## config.mk

```make
export PLATFORM = sky130hd
export DESIGN_NAME = typec_role_ind
export DESIGN_NICKNAME = d
export VERILOG_FILES = /design/src/rtl/tcri_pkg.sv /design/src/rtl/tcri_strap.sv /design/src/rtl/tcri_regs.sv /design/src/rtl/tcri_pins.sv /design/src/rtl/typec_role_ind.sv
export SDC_FILE = /design/constraint.sdc
export NUM_CORES = 1
export LEC_CHECK = 0
export CAP_MARGIN = 20
export CORE_UTILIZATION = 39
export CTS_CLUSTER_SIZE = 25
export DETAILED_ROUTE_END_ITERATION = 7
export MAX_ROUTING_LAYER = met4
export PLACE_DENSITY_LB_ADDON = 0.25
export SLEW_MARGIN = 15
export SYNTH_ARGS = -nofsm -noshare
export SYNTH_HDL_FRONTEND = slang
export SYNTH_SLANG_ARGS = --single-unit
```

## constraint.sdc

```tcl
create_clock -name clk -period 1.97 [get_ports clk]
set_input_delay 0.394 -clock clk [delete_from_list [all_inputs] [get_ports clk]]
set_output_delay 0.394 -clock clk [all_outputs]
set_load 0.005 [all_outputs]
```

## src/rtl/tcri_pkg.sv

```systemverilog
package tcri_pkg;
  typedef enum logic [1:0] {
    ROLE_DEV  = 2'd0,
    ROLE_DRP  = 2'd1,
    ROLE_HOST = 2'd2
  } role_e;

  localparam logic [1:0] LVL_LOW  = 2'b00;
  localparam logic [1:0] LVL_MID  = 2'b01;
  localparam logic [1:0] LVL_HIGH = 2'b10;

  localparam logic [3:0] RA_ROLE   = 4'h2;
  localparam logic [3:0] RA_STAT   = 4'h3;
  localparam logic [3:0] RA_PINCFG = 4'h9;

  localparam logic [6:0] BUS_ADDR_HI = 7'h7A;
  localparam logic [6:0] BUS_ADDR_LO = 7'h3A;

  function automatic role_e lvl2role(input logic [1:0] lvl);
    case (lvl)
      LVL_HIGH: lvl2role = ROLE_HOST;
      LVL_LOW:  lvl2role = ROLE_DEV;
      default:  lvl2role = ROLE_DRP;
    endcase
  endfunction
endpackage

```

## src/rtl/tcri_strap.sv

```systemverilog
module tcri_strap #(
  parameter int LATCH_CYC = 8
) (
  input  logic       clk,
  input  logic       rst_n,
  input  logic       hib_i,
  input  logic [1:0] addr_lvl_i,
  output logic       ready_o,
  output logic       latch_o,
  output logic       reg_mode_o,
  output logic [6:0] bus_addr_o
);
  import tcri_pkg::*;

  localparam int CW = $clog2(LATCH_CYC + 1);
  localparam logic [CW-1:0] LAST = CW'(LATCH_CYC - 1);

  logic [CW-1:0] cnt_q, cnt_d;
  logic          ready_q, ready_d;
  logic          mode_q, mode_d;
  logic [6:0]    addr_q, addr_d;

  assign latch_o = !ready_q && !hib_i && (cnt_q == LAST);

  always_comb begin
    cnt_d   = cnt_q;
    ready_d = ready_q;
    mode_d  = mode_q;
    addr_d  = addr_q;
    if (hib_i) begin
      cnt_d   = '0;
      ready_d = 1'b0;
      mode_d  = 1'b0;
      addr_d  = '0;
    end else if (latch_o) begin
      ready_d = 1'b1;
      case (addr_lvl_i)
        LVL_HIGH: begin mode_d = 1'b1; addr_d = BUS_ADDR_HI; end
        LVL_LOW:  begin mode_d = 1'b1; addr_d = BUS_ADDR_LO; end
        default:  begin mode_d = 1'b0; addr_d = '0;          end
      endcase
    end else if (!ready_q) begin
      cnt_d = cnt_q + 1'b1;
    end
  end

  always_ff @(posedge clk or negedge rst_n) begin
    if (!rst_n) begin
      cnt_q   <= '0;
      ready_q <= 1'b0;
      mode_q  <= 1'b0;
      addr_q  <= '0;
    end else begin
      cnt_q   <= cnt_d;
      ready_q <= ready_d;
      mode_q  <= mode_d;
      addr_q  <= addr_d;
    end
  end

  assign ready_o    = ready_q;
  assign reg_mode_o = mode_q;
  assign bus_addr_o = addr_q;

  AST_ADDR_FIXED: assert property (@(posedge clk) disable iff (!rst_n)
    (ready_q && !hib_i) |=> ($stable(addr_q) && $stable(mode_q)));
endmodule

```

## src/rtl/tcri_regs.sv

```systemverilog
module tcri_regs (
  input  logic                 clk,
  input  logic                 rst_n,
  input  logic                 hib_i,
  input  logic                 ready_i,
  input  logic                 latch_i,
  input  logic                 reg_mode_i,
  input  logic [1:0]           role_lvl_i,
  input  logic                 att_i,
  input  logic                 dev_i,
  input  logic [1:0]           adv_i,
  input  logic                 aud_i,
  input  logic                 wr_en_i,
  input  logic [3:0]           wr_addr_i,
  input  logic [7:0]           wr_data_i,
  input  logic                 rd_en_i,
  input  logic [3:0]           rd_addr_i,
  output logic [7:0]           rd_data_o,
  output tcri_pkg::role_e      role_o,
  output logic                 pend_o,
  output logic                 pincfg_o,
  output logic                 att_o,
  output logic                 dev_o,
  output logic [1:0]           adv_o,
  output logic                 aud_o
);
  import tcri_pkg::*;

  role_e      role_q, role_d;
  logic       pend_q, pend_d;
  logic       pcfg_q, pcfg_d;
  logic       att_q, dev_q, aud_q;
  logic [1:0] adv_q;
  logic       evt, wr_ok, rd_stat;

  assign wr_ok   = wr_en_i && ready_i && reg_mode_i;
  assign rd_stat = rd_en_i && (rd_addr_i == RA_STAT);
  assign evt     = ready_i && reg_mode_i && ((att_i != att_q) || (adv_i != adv_q));

  always_comb begin
    role_d = role_q;
    pcfg_d = pcfg_q;
    pend_d = pend_q;
    if (hib_i) begin
      role_d = ROLE_DEV;
      pcfg_d = 1'b1;
      pend_d = 1'b0;
    end else begin
      if (latch_i || (ready_i && !reg_mode_i))
        role_d = lvl2role(role_lvl_i);
      else if (wr_ok && (wr_addr_i == RA_ROLE) && (wr_data_i[1:0] != 2'b11))
        role_d = role_e'(wr_data_i[1:0]);
      if (wr_ok && (wr_addr_i == RA_PINCFG))
        pcfg_d = wr_data_i[0];
      if (evt)
        pend_d = 1'b1;
      else if (rd_stat)
        pend_d = 1'b0;
    end
  end

  always_ff @(posedge clk or negedge rst_n) begin
    if (!rst_n) begin
      role_q <= ROLE_DEV;
      pcfg_q <= 1'b1;
      pend_q <= 1'b0;
      att_q  <= 1'b0;
      dev_q  <= 1'b0;
      adv_q  <= 2'b00;
      aud_q  <= 1'b0;
    end else begin
      role_q <= role_d;
      pcfg_q <= pcfg_d;
      pend_q <= pend_d;
      att_q  <= att_i && !hib_i;
      dev_q  <= dev_i && !hib_i;
      adv_q  <= hib_i ? 2'b00 : adv_i;
      aud_q  <= aud_i && !hib_i;
    end
  end

  always_comb begin
    case (rd_addr_i)
      RA_ROLE:   rd_data_o = {6'b0, role_q};
      RA_STAT:   rd_data_o = {3'b0, dev_q, adv_q, aud_q, att_q};
      RA_PINCFG: rd_data_o = {7'b0, pcfg_q};
      default:   rd_data_o = 8'h00;
    endcase
  end

  assign role_o   = role_q;
  assign pend_o   = pend_q;
  assign pincfg_o = pcfg_q;
  assign att_o    = att_q;
  assign dev_o    = dev_q;
  assign adv_o    = adv_q;
  assign aud_o    = aud_q;

  AST_ROLE_HELD: assert property (@(posedge clk) disable iff (!rst_n)
    (ready_i && reg_mode_i && !hib_i && !(wr_en_i && wr_addr_i == RA_ROLE))
      |=> $stable(role_q));
  AST_PEND_ACKED: assert property (@(posedge clk) disable iff (!rst_n)
    (pend_q && rd_stat && !hib_i && att_i == att_q && adv_i == adv_q)
      |=> !pend_q);
endmodule

```

## src/rtl/tcri_pins.sv

```systemverilog
module tcri_pins (
  input  logic            ready_i,
  input  logic            reg_mode_i,
  input  tcri_pkg::role_e role_i,
  input  logic            att_i,
  input  logic            dev_i,
  input  logic [1:0]      adv_i,
  input  logic            aud_i,
  input  logic            pend_i,
  input  logic            pincfg_i,
  output logic            id_pull_o,
  output logic            p1_pull_o,
  output logic            p2_pull_o,
  output logic            p3_pull_o,
  output logic            cdet_oe_o,
  output logic            cdet_pull_o
);
  import tcri_pkg::*;

  logic alone;
  assign alone = ready_i && !reg_mode_i;

  always_comb begin
    p1_pull_o = 1'b0;
    p2_pull_o = 1'b0;
    if (alone) begin
      case (adv_i)
        2'd2:    p2_pull_o = 1'b1;
        2'd1:    p1_pull_o = 1'b1;
        default: ;
      endcase
    end
  end

  assign p3_pull_o   = ready_i && (reg_mode_i ? pend_i : aud_i);
  assign id_pull_o   = ready_i && (role_i == ROLE_HOST) && dev_i;
  assign cdet_oe_o   = ready_i && (!reg_mode_i || !pincfg_i);
  assign cdet_pull_o = cdet_oe_o && !att_i;
endmodule

```

## src/rtl/typec_role_ind.sv

```systemverilog
module typec_role_ind #(
  parameter int LATCH_CYC = 8
) (
  input  logic       clk,
  input  logic       rst_n,
  input  logic       hib_i,
  input  logic [1:0] role_lvl_i,
  input  logic [1:0] addr_lvl_i,
  input  logic       att_i,
  input  logic       dev_i,
  input  logic [1:0] adv_i,
  input  logic       aud_i,
  input  logic       wr_en_i,
  input  logic [3:0] wr_addr_i,
  input  logic [7:0] wr_data_i,
  input  logic       rd_en_i,
  input  logic [3:0] rd_addr_i,
  output logic [7:0] rd_data_o,
  output logic [1:0] role_o,
  output logic       reg_mode_o,
  output logic [6:0] bus_addr_o,
  output logic       id_pull_o,
  output logic       p1_pull_o,
  output logic       p2_pull_o,
  output logic       p3_pull_o,
  output logic       cdet_oe_o,
  output logic       cdet_pull_o
);
  import tcri_pkg::*;

  logic       ready, latch, reg_mode, pend, pincfg;
  logic       att_q, dev_q, aud_q;
  logic [1:0] adv_q;
  role_e      role;

  tcri_strap #(.LATCH_CYC(LATCH_CYC)) u_strap (
    .clk        (clk),
    .rst_n      (rst_n),
    .hib_i      (hib_i),
    .addr_lvl_i (addr_lvl_i),
    .ready_o    (ready),
    .latch_o    (latch),
    .reg_mode_o (reg_mode),
    .bus_addr_o (bus_addr_o)
  );

  tcri_regs u_regs (
    .clk        (clk),
    .rst_n      (rst_n),
    .hib_i      (hib_i),
    .ready_i    (ready),
    .latch_i    (latch),
    .reg_mode_i (reg_mode),
    .role_lvl_i (role_lvl_i),
    .att_i      (att_i),
    .dev_i      (dev_i),
    .adv_i      (adv_i),
    .aud_i      (aud_i),
    .wr_en_i    (wr_en_i),
    .wr_addr_i  (wr_addr_i),
    .wr_data_i  (wr_data_i),
    .rd_en_i    (rd_en_i),
    .rd_addr_i  (rd_addr_i),
    .rd_data_o  (rd_data_o),
    .role_o     (role),
    .pend_o     (pend),
    .pincfg_o   (pincfg),
    .att_o      (att_q),
    .dev_o      (dev_q),
    .adv_o      (adv_q),
    .aud_o      (aud_q)
  );

  tcri_pins u_pins (
    .ready_i     (ready),
    .reg_mode_i  (reg_mode),
    .role_i      (role),
    .att_i       (att_q),
    .dev_i       (dev_q),
    .adv_i       (adv_q),
    .aud_i       (aud_q),
    .pend_i      (pend),
    .pincfg_i    (pincfg),
    .id_pull_o   (id_pull_o),
    .p1_pull_o   (p1_pull_o),
    .p2_pull_o   (p2_pull_o),
    .p3_pull_o   (p3_pull_o),
    .cdet_oe_o   (cdet_oe_o),
    .cdet_pull_o (cdet_pull_o)
  );

  assign role_o     = role;
  assign reg_mode_o = reg_mode;

  AST_ID_NEEDS_DEV: assert property (@(posedge clk) disable iff (!rst_n)
    id_pull_o |-> $past(dev_i));
  AST_BUS_PINS_QUIET: assert property (@(posedge clk) disable iff (!rst_n)
    reg_mode_o |-> (!p1_pull_o && !p2_pull_o));
  AST_HIB_RELEASE: assert property (@(posedge clk) disable iff (!rst_n)
    hib_i |=> (!cdet_oe_o && !id_pull_o && !p3_pull_o && !reg_mode_o));
endmodule

```

-- Word level (Yosys, flattened, before mapping)
Index checks and enable logic that the tools add are counted.
Widths: inputs -> output; s select.
- register bits after elaboration: 22
- input port bits: 30
- output and inout port bits: 24
- $add $sub $neg: 1
- eq/ne operators: 16
- mux-type cells: 27
- reductions and logical operators: 35
- operators by type and width (cell ; count):
    $logic_and 1x1->1 ; 19
    $mux 1 ; 15
    $pmux 5 s3 ; 1
    $mux 7 ; 2
    $pmux 7 s2 ; 1
    $eq 4x2->1 const B ; 3
    $mux 4 ; 3
    $eq 2x2->1 const B ; 4
    $eq 4x4->1 const B ; 2
    $mux 2 ; 4
    $ne 2x2->1 const B ; 3
    $reduce_bool 3->1 ; 2
    $logic_not 1->1 ; 5
    $add 4x1->4 const B ; 1
    $eq 4x3->1 const B ; 1
    $logic_not 2->1 ; 2
    $pmux 2 s2 ; 1
    $reduce_bool 2->1 ; 2
    $logic_or 1x1->1 ; 3
    $eq 2x1->1 const B ; 1
    $ne 2x2->1 ; 1
    $reduce_and 2->1 ; 1
    $reduce_or 2->1 ; 1
    $ne 1x1->1 ; 1

-- Depth between registers and ports, before layout
- word-level depth: 7
- mapped depth: 4
- mapped depth without buffers: 4

-- By module
Synthesis repeated with hierarchy kept, for this count alone.
- cells, all modules: 102
- area, all modules: 1037.2 um^2
- by module, submodules not included (module ; instances ; cells each ; area an instance (um^2) ; sequential area each (um^2)):
    tcri_regs ; 1 ; 55 ; 563.0 ; 226.5
    tcri_strap ; 1 ; 39 ; 411.6 ; 175.2
    tcri_pins ; 1 ; 8 ; 62.6 ; 0.0

-- Worst setup path before layout
No wires, ideal clock.
- kind: reg2reg
- start point: register u_strap.cnt_q[0]
- end point: register u_regs.role_q[0] (netlist: u_regs.role_o[0])
- data arrival time: 1.355 ns
- path slack: 0.520 ns
- cell stages (with the launch flop): 5
- period minus slack after synthesis: 1.450 ns
- cells stage by stage: dfrtp_1 ha_1 nor4bb_4 or3_4 o32ai_2
- word-level cells in the longest chain between the ends: 5
- elaborated cells between the ends (all ways): 6
- RTL lines (what ; RTL line ; RTL):
    start, declared ; tcri_strap.sv:18 ; logic [CW-1:0] cnt_q, cnt_d;
    start signal, assigned ; tcri_strap.sv:54 ; cnt_q <= cnt_d;
    $eq 4x3->1 * ; tcri_strap.sv:23 ; assign latch_o = !ready_q && !hib_i && (cnt_q == LAST);
    $logic_and 1x1->1 * ; tcri_strap.sv:23 ;
    $logic_or 1x1->1 * ; tcri_regs.sv:49 ; if (latch_i || (ready_i && !reg_mode_i))
    $mux 2 ; tcri_regs.sv:49 ;
    $mux 2 ; tcri_regs.sv:44 ; if (hib_i) begin
    end signal, assigned ; tcri_regs.sv:72 ; role_q <= role_d;
    end, declared ; tcri_regs.sv:29 ; role_e role_q, role_d;
Mark *: on every way between the ends. The rest lies on a longest branch, timed or not.
A chain may end at the register's enable or synchronous reset.

==> results_dict.tcl <==
set metrics [dict create \
    status "finished clean" \
    rows 18 \
    htree_num_levels 1 \
    sw_frac_of_total_pct 23.6 \
    drt_wl_total_um 2540 \
    overflow 0 \
    yosysUniqueCellTypes 41 \
    drv_cap 0 \
    ir_worst_vdd_v 0.000347 \
    initial_core_util_pct 41.6 \
    dr.pass1.iters 4 \
    clkSinkCount 16 \
    hpwlAfterDp_um 1900 \
    worstSkewPairLatency_ps 280 \
    grt_max_degree 17 \
    path_cells "buf_4 -> a21oi_2 -> clkdlybuf4s50_1" \
    final-setup-viol-count 0 \
    drive_gt1_share_pct 20.9 \
    worstSetupStartpoint "u_strap.bus_addr_o[5]" \
    synth_largest_area_cell "dfrtp_1" \
    drt_iter0_drc 11 \
    port-buffer-count 42 \
    powerDensity_nw_per_um2 442 \
    antenna_found_initial 0 \
    wl_per_cell_um 13.9 \
    drtAntennaViolNets 0 \
    ios 54 \
    pwr-share-comb_pct 17.2 \
    die_height_um 53.6 \
    num_antenna_cells 0 \
    fin_worst_skew_ps 3.49 \
    grt_pass1_vias 948 \
    dp_cells 171 \
    yosysSeqAreaShare_pct 38.6 \
    synth_top_area_share_pct 36.1 \
    layout.cells.non_filler 183 \
    p_int_w 0.000525 \
    synth_seq_cells 16 \
    grt_usage_pct 19.9 \
    core_area_um2 2500 \
    p_switching_w 0.000162 \
    die_area_um2 2880 \
    yosys-top-cells-count "15 x dfrtp_1, 9 x buf_4, 8 x a21oi_1" \
    syn_to_final_growth_pct 49.5 \
    numCtsBuffers 3 \
    worstPathRequired_ps 1580 \
    async_reset_ff_share_pct 100 \
    post-layout-total-power_w 0.000687 \
    vias 958 \
    synth_edf_count 0 \
    hold_viol_final 0 \
    ys_warn_count 0 \
    cp-end-kind "output pin" \
    viasPerCell 5.23 \
    cpPeakStageDelay_ps 510 \
    yosys-top-cells-area "dfrtp_1 36%, buf_4 6.5%, a21oi_1 3.9%" \
    fin_setup_tns_ps 0 \
    nets 185 \
    path_clk_slew_ps 100 \
    drc_errors 0 \
    clockBufferDepth 2 \
    syn_avg_cell_area_um2 10.3 \
    p_clk_share_pct 31.7 \
    critPathKind "flip-flop to output pin" \
    arrival_ps 1520 \
    place.gp.congestion 0.777 \
    slowest_stage "clkdlybuf4s50_1" \
    ys.flop_type "dfrtp_1" \
    die_w_um 53.6 \
    post-route-period-util_pct 97.1 \
    grt_pass1_wl_um 4020 \
    rr_startpoint "u_strap.ready_o" \
    syn_area_um2 1040 \
    hp-class "primary input to asynchronous set/reset pin" \
    timing.fmax_mhz 523 \
    yosysMostFrequentCell "dfrtp_1" \
    syn_inst 101 \
    cts_tree "done" \
    slew_violations 0 \
    leakage_nw 0.729 \
    fin_crit_ps 1910 \
    seqPwrFrac_pct 51.1 \
    root_buffer "clkbuf_4" \
    cp-start-kind "flip-flop" \
    cp_max_fo 4 \
]
[through the flow]
step | util [%] | hold WS, ps | area, µm² | setup slack (ps)
4_1_cts | 61.9 | 427 | 1550 | 10.5
3_5_place_dp | 58.7 | 528 | 1470 | -324
3_3_place_gp | 58.7 | 508 | 1470 | -258
6_report | 62.2 | 429 | 1550 | 57.5
5_1_grt | 62.2 | 449 | 1550 | -6.07
2_1_floorplan | - | 98.4 | 1050 | 520
[cells in the final DEF (no fill, tap or decap), types with 2 or more instances in the layout]
cell	n
a31o_2	2
nor4b_1	3
and3b_1	4
nor3b_1	2
xnor2_1	3
nor2_1	2
nand2_1	4
clkdlybuf4s50_1	30
clkbuf_4	3
a21oi_1	7
mux2i_1	2
conb_1	5
and2_1	5
buf_4	13
and4b_2	2
dlygate4sd2_1	10
o21ai_0	4
dfrtp_1	14
nor2b_1	6
inv_1	4
and3b_2	2
[state kept, by name, summed over array words and instances (netlist names), 2 cells and up]
name	count
u_strap.bus_addr_o	2
u_strap.cnt_q	4
u_regs.adv_o	2
u_regs.role_o	2
[path summary, 6_finish.rpt]
check | endpoint | slack [ps] | cells after the start
worst max register to register | u_regs.role_o[1] | 270 | 6
worst max-delay path | cdet_oe_o | 60 | 3
min in group clk | u_regs.pend_o | 580 | 1
worst min register to register | u_regs.pend_o | 580 | 1
max in group asynchronous | u_regs.pincfg_o | 1290 | 2
worst min-delay path | u_strap.ready_o | 430 | 2
[power groups by stage]
stage | sequential (W) | clock [W] | combinational, W
after floorplan | 0.000354 | 0 | 0.0000535
after global placement | 0.000357 | 0 | 0.000117
after detailed placement | 0.000357 | 0 | 0.000121
after CTS | 0.000351 | 0.000227 | 0.000119
after global routing | 0.000352 | 0.000241 | 0.000132
final | 0.000351 | 0.000218 | 0.000118
[cell type report]
type | instances | area [µm²]
inverter | 4 | 15.0
multi-input combinational | 74 | 559
clock buffer | 4 | 36.3
sequential | 16 | 403
tap | 30 | 37.5
timing repair buffer | 55 | 503
fill | 220 | 946
[kinds of logic (layout without fill, tap and decap cells)]
logic type | Yosys count | in the layout | synth area share, %
DFF | 16 | 16 | 38.6
other | 1 | 5 | 0.361
buffers and inverters | 15 | 63 | 9.38
xor gates and xnor gates | 3 | 3 | 2.53
and+or+nand+nor | 41 | 41 | 31.2
AOI/OAI and AO/OA | 22 | 22 | 14.8
muxes | 2 | 2 | 1.93
adders and majority gates | 1 | 1 | 1.20
[metal layers]
| metal | up-vias | track usage, % | wire (µm) |
|---|---|---|---|
| met2 | 31 | 34.6 | 1300 |
| met4 | 0 | 7.46 | 25 |
| met5 | - | - | 0 |
| met1 | 460 | 23.7 | 1130 |
| li1 | 463 | - | - |
| met3 | 4 | 1.98 | 84 |
[what timing repair did]
action | CTS | global route
resized for setup | 13 | 3
setup endpoints to repair | 8 | 3
pin swaps | 1 | 1
setup buffers | 7 | 1
hold buffers | 0 | 0
[critical path: cells and delay by family, from the launching register on]
family,cells,cell delay (ps)
AO/OA/AOI/OAI,1,140
buffers and inverters,2,650
flip-flops,1,450
Power figures use the tool's default switching activity.
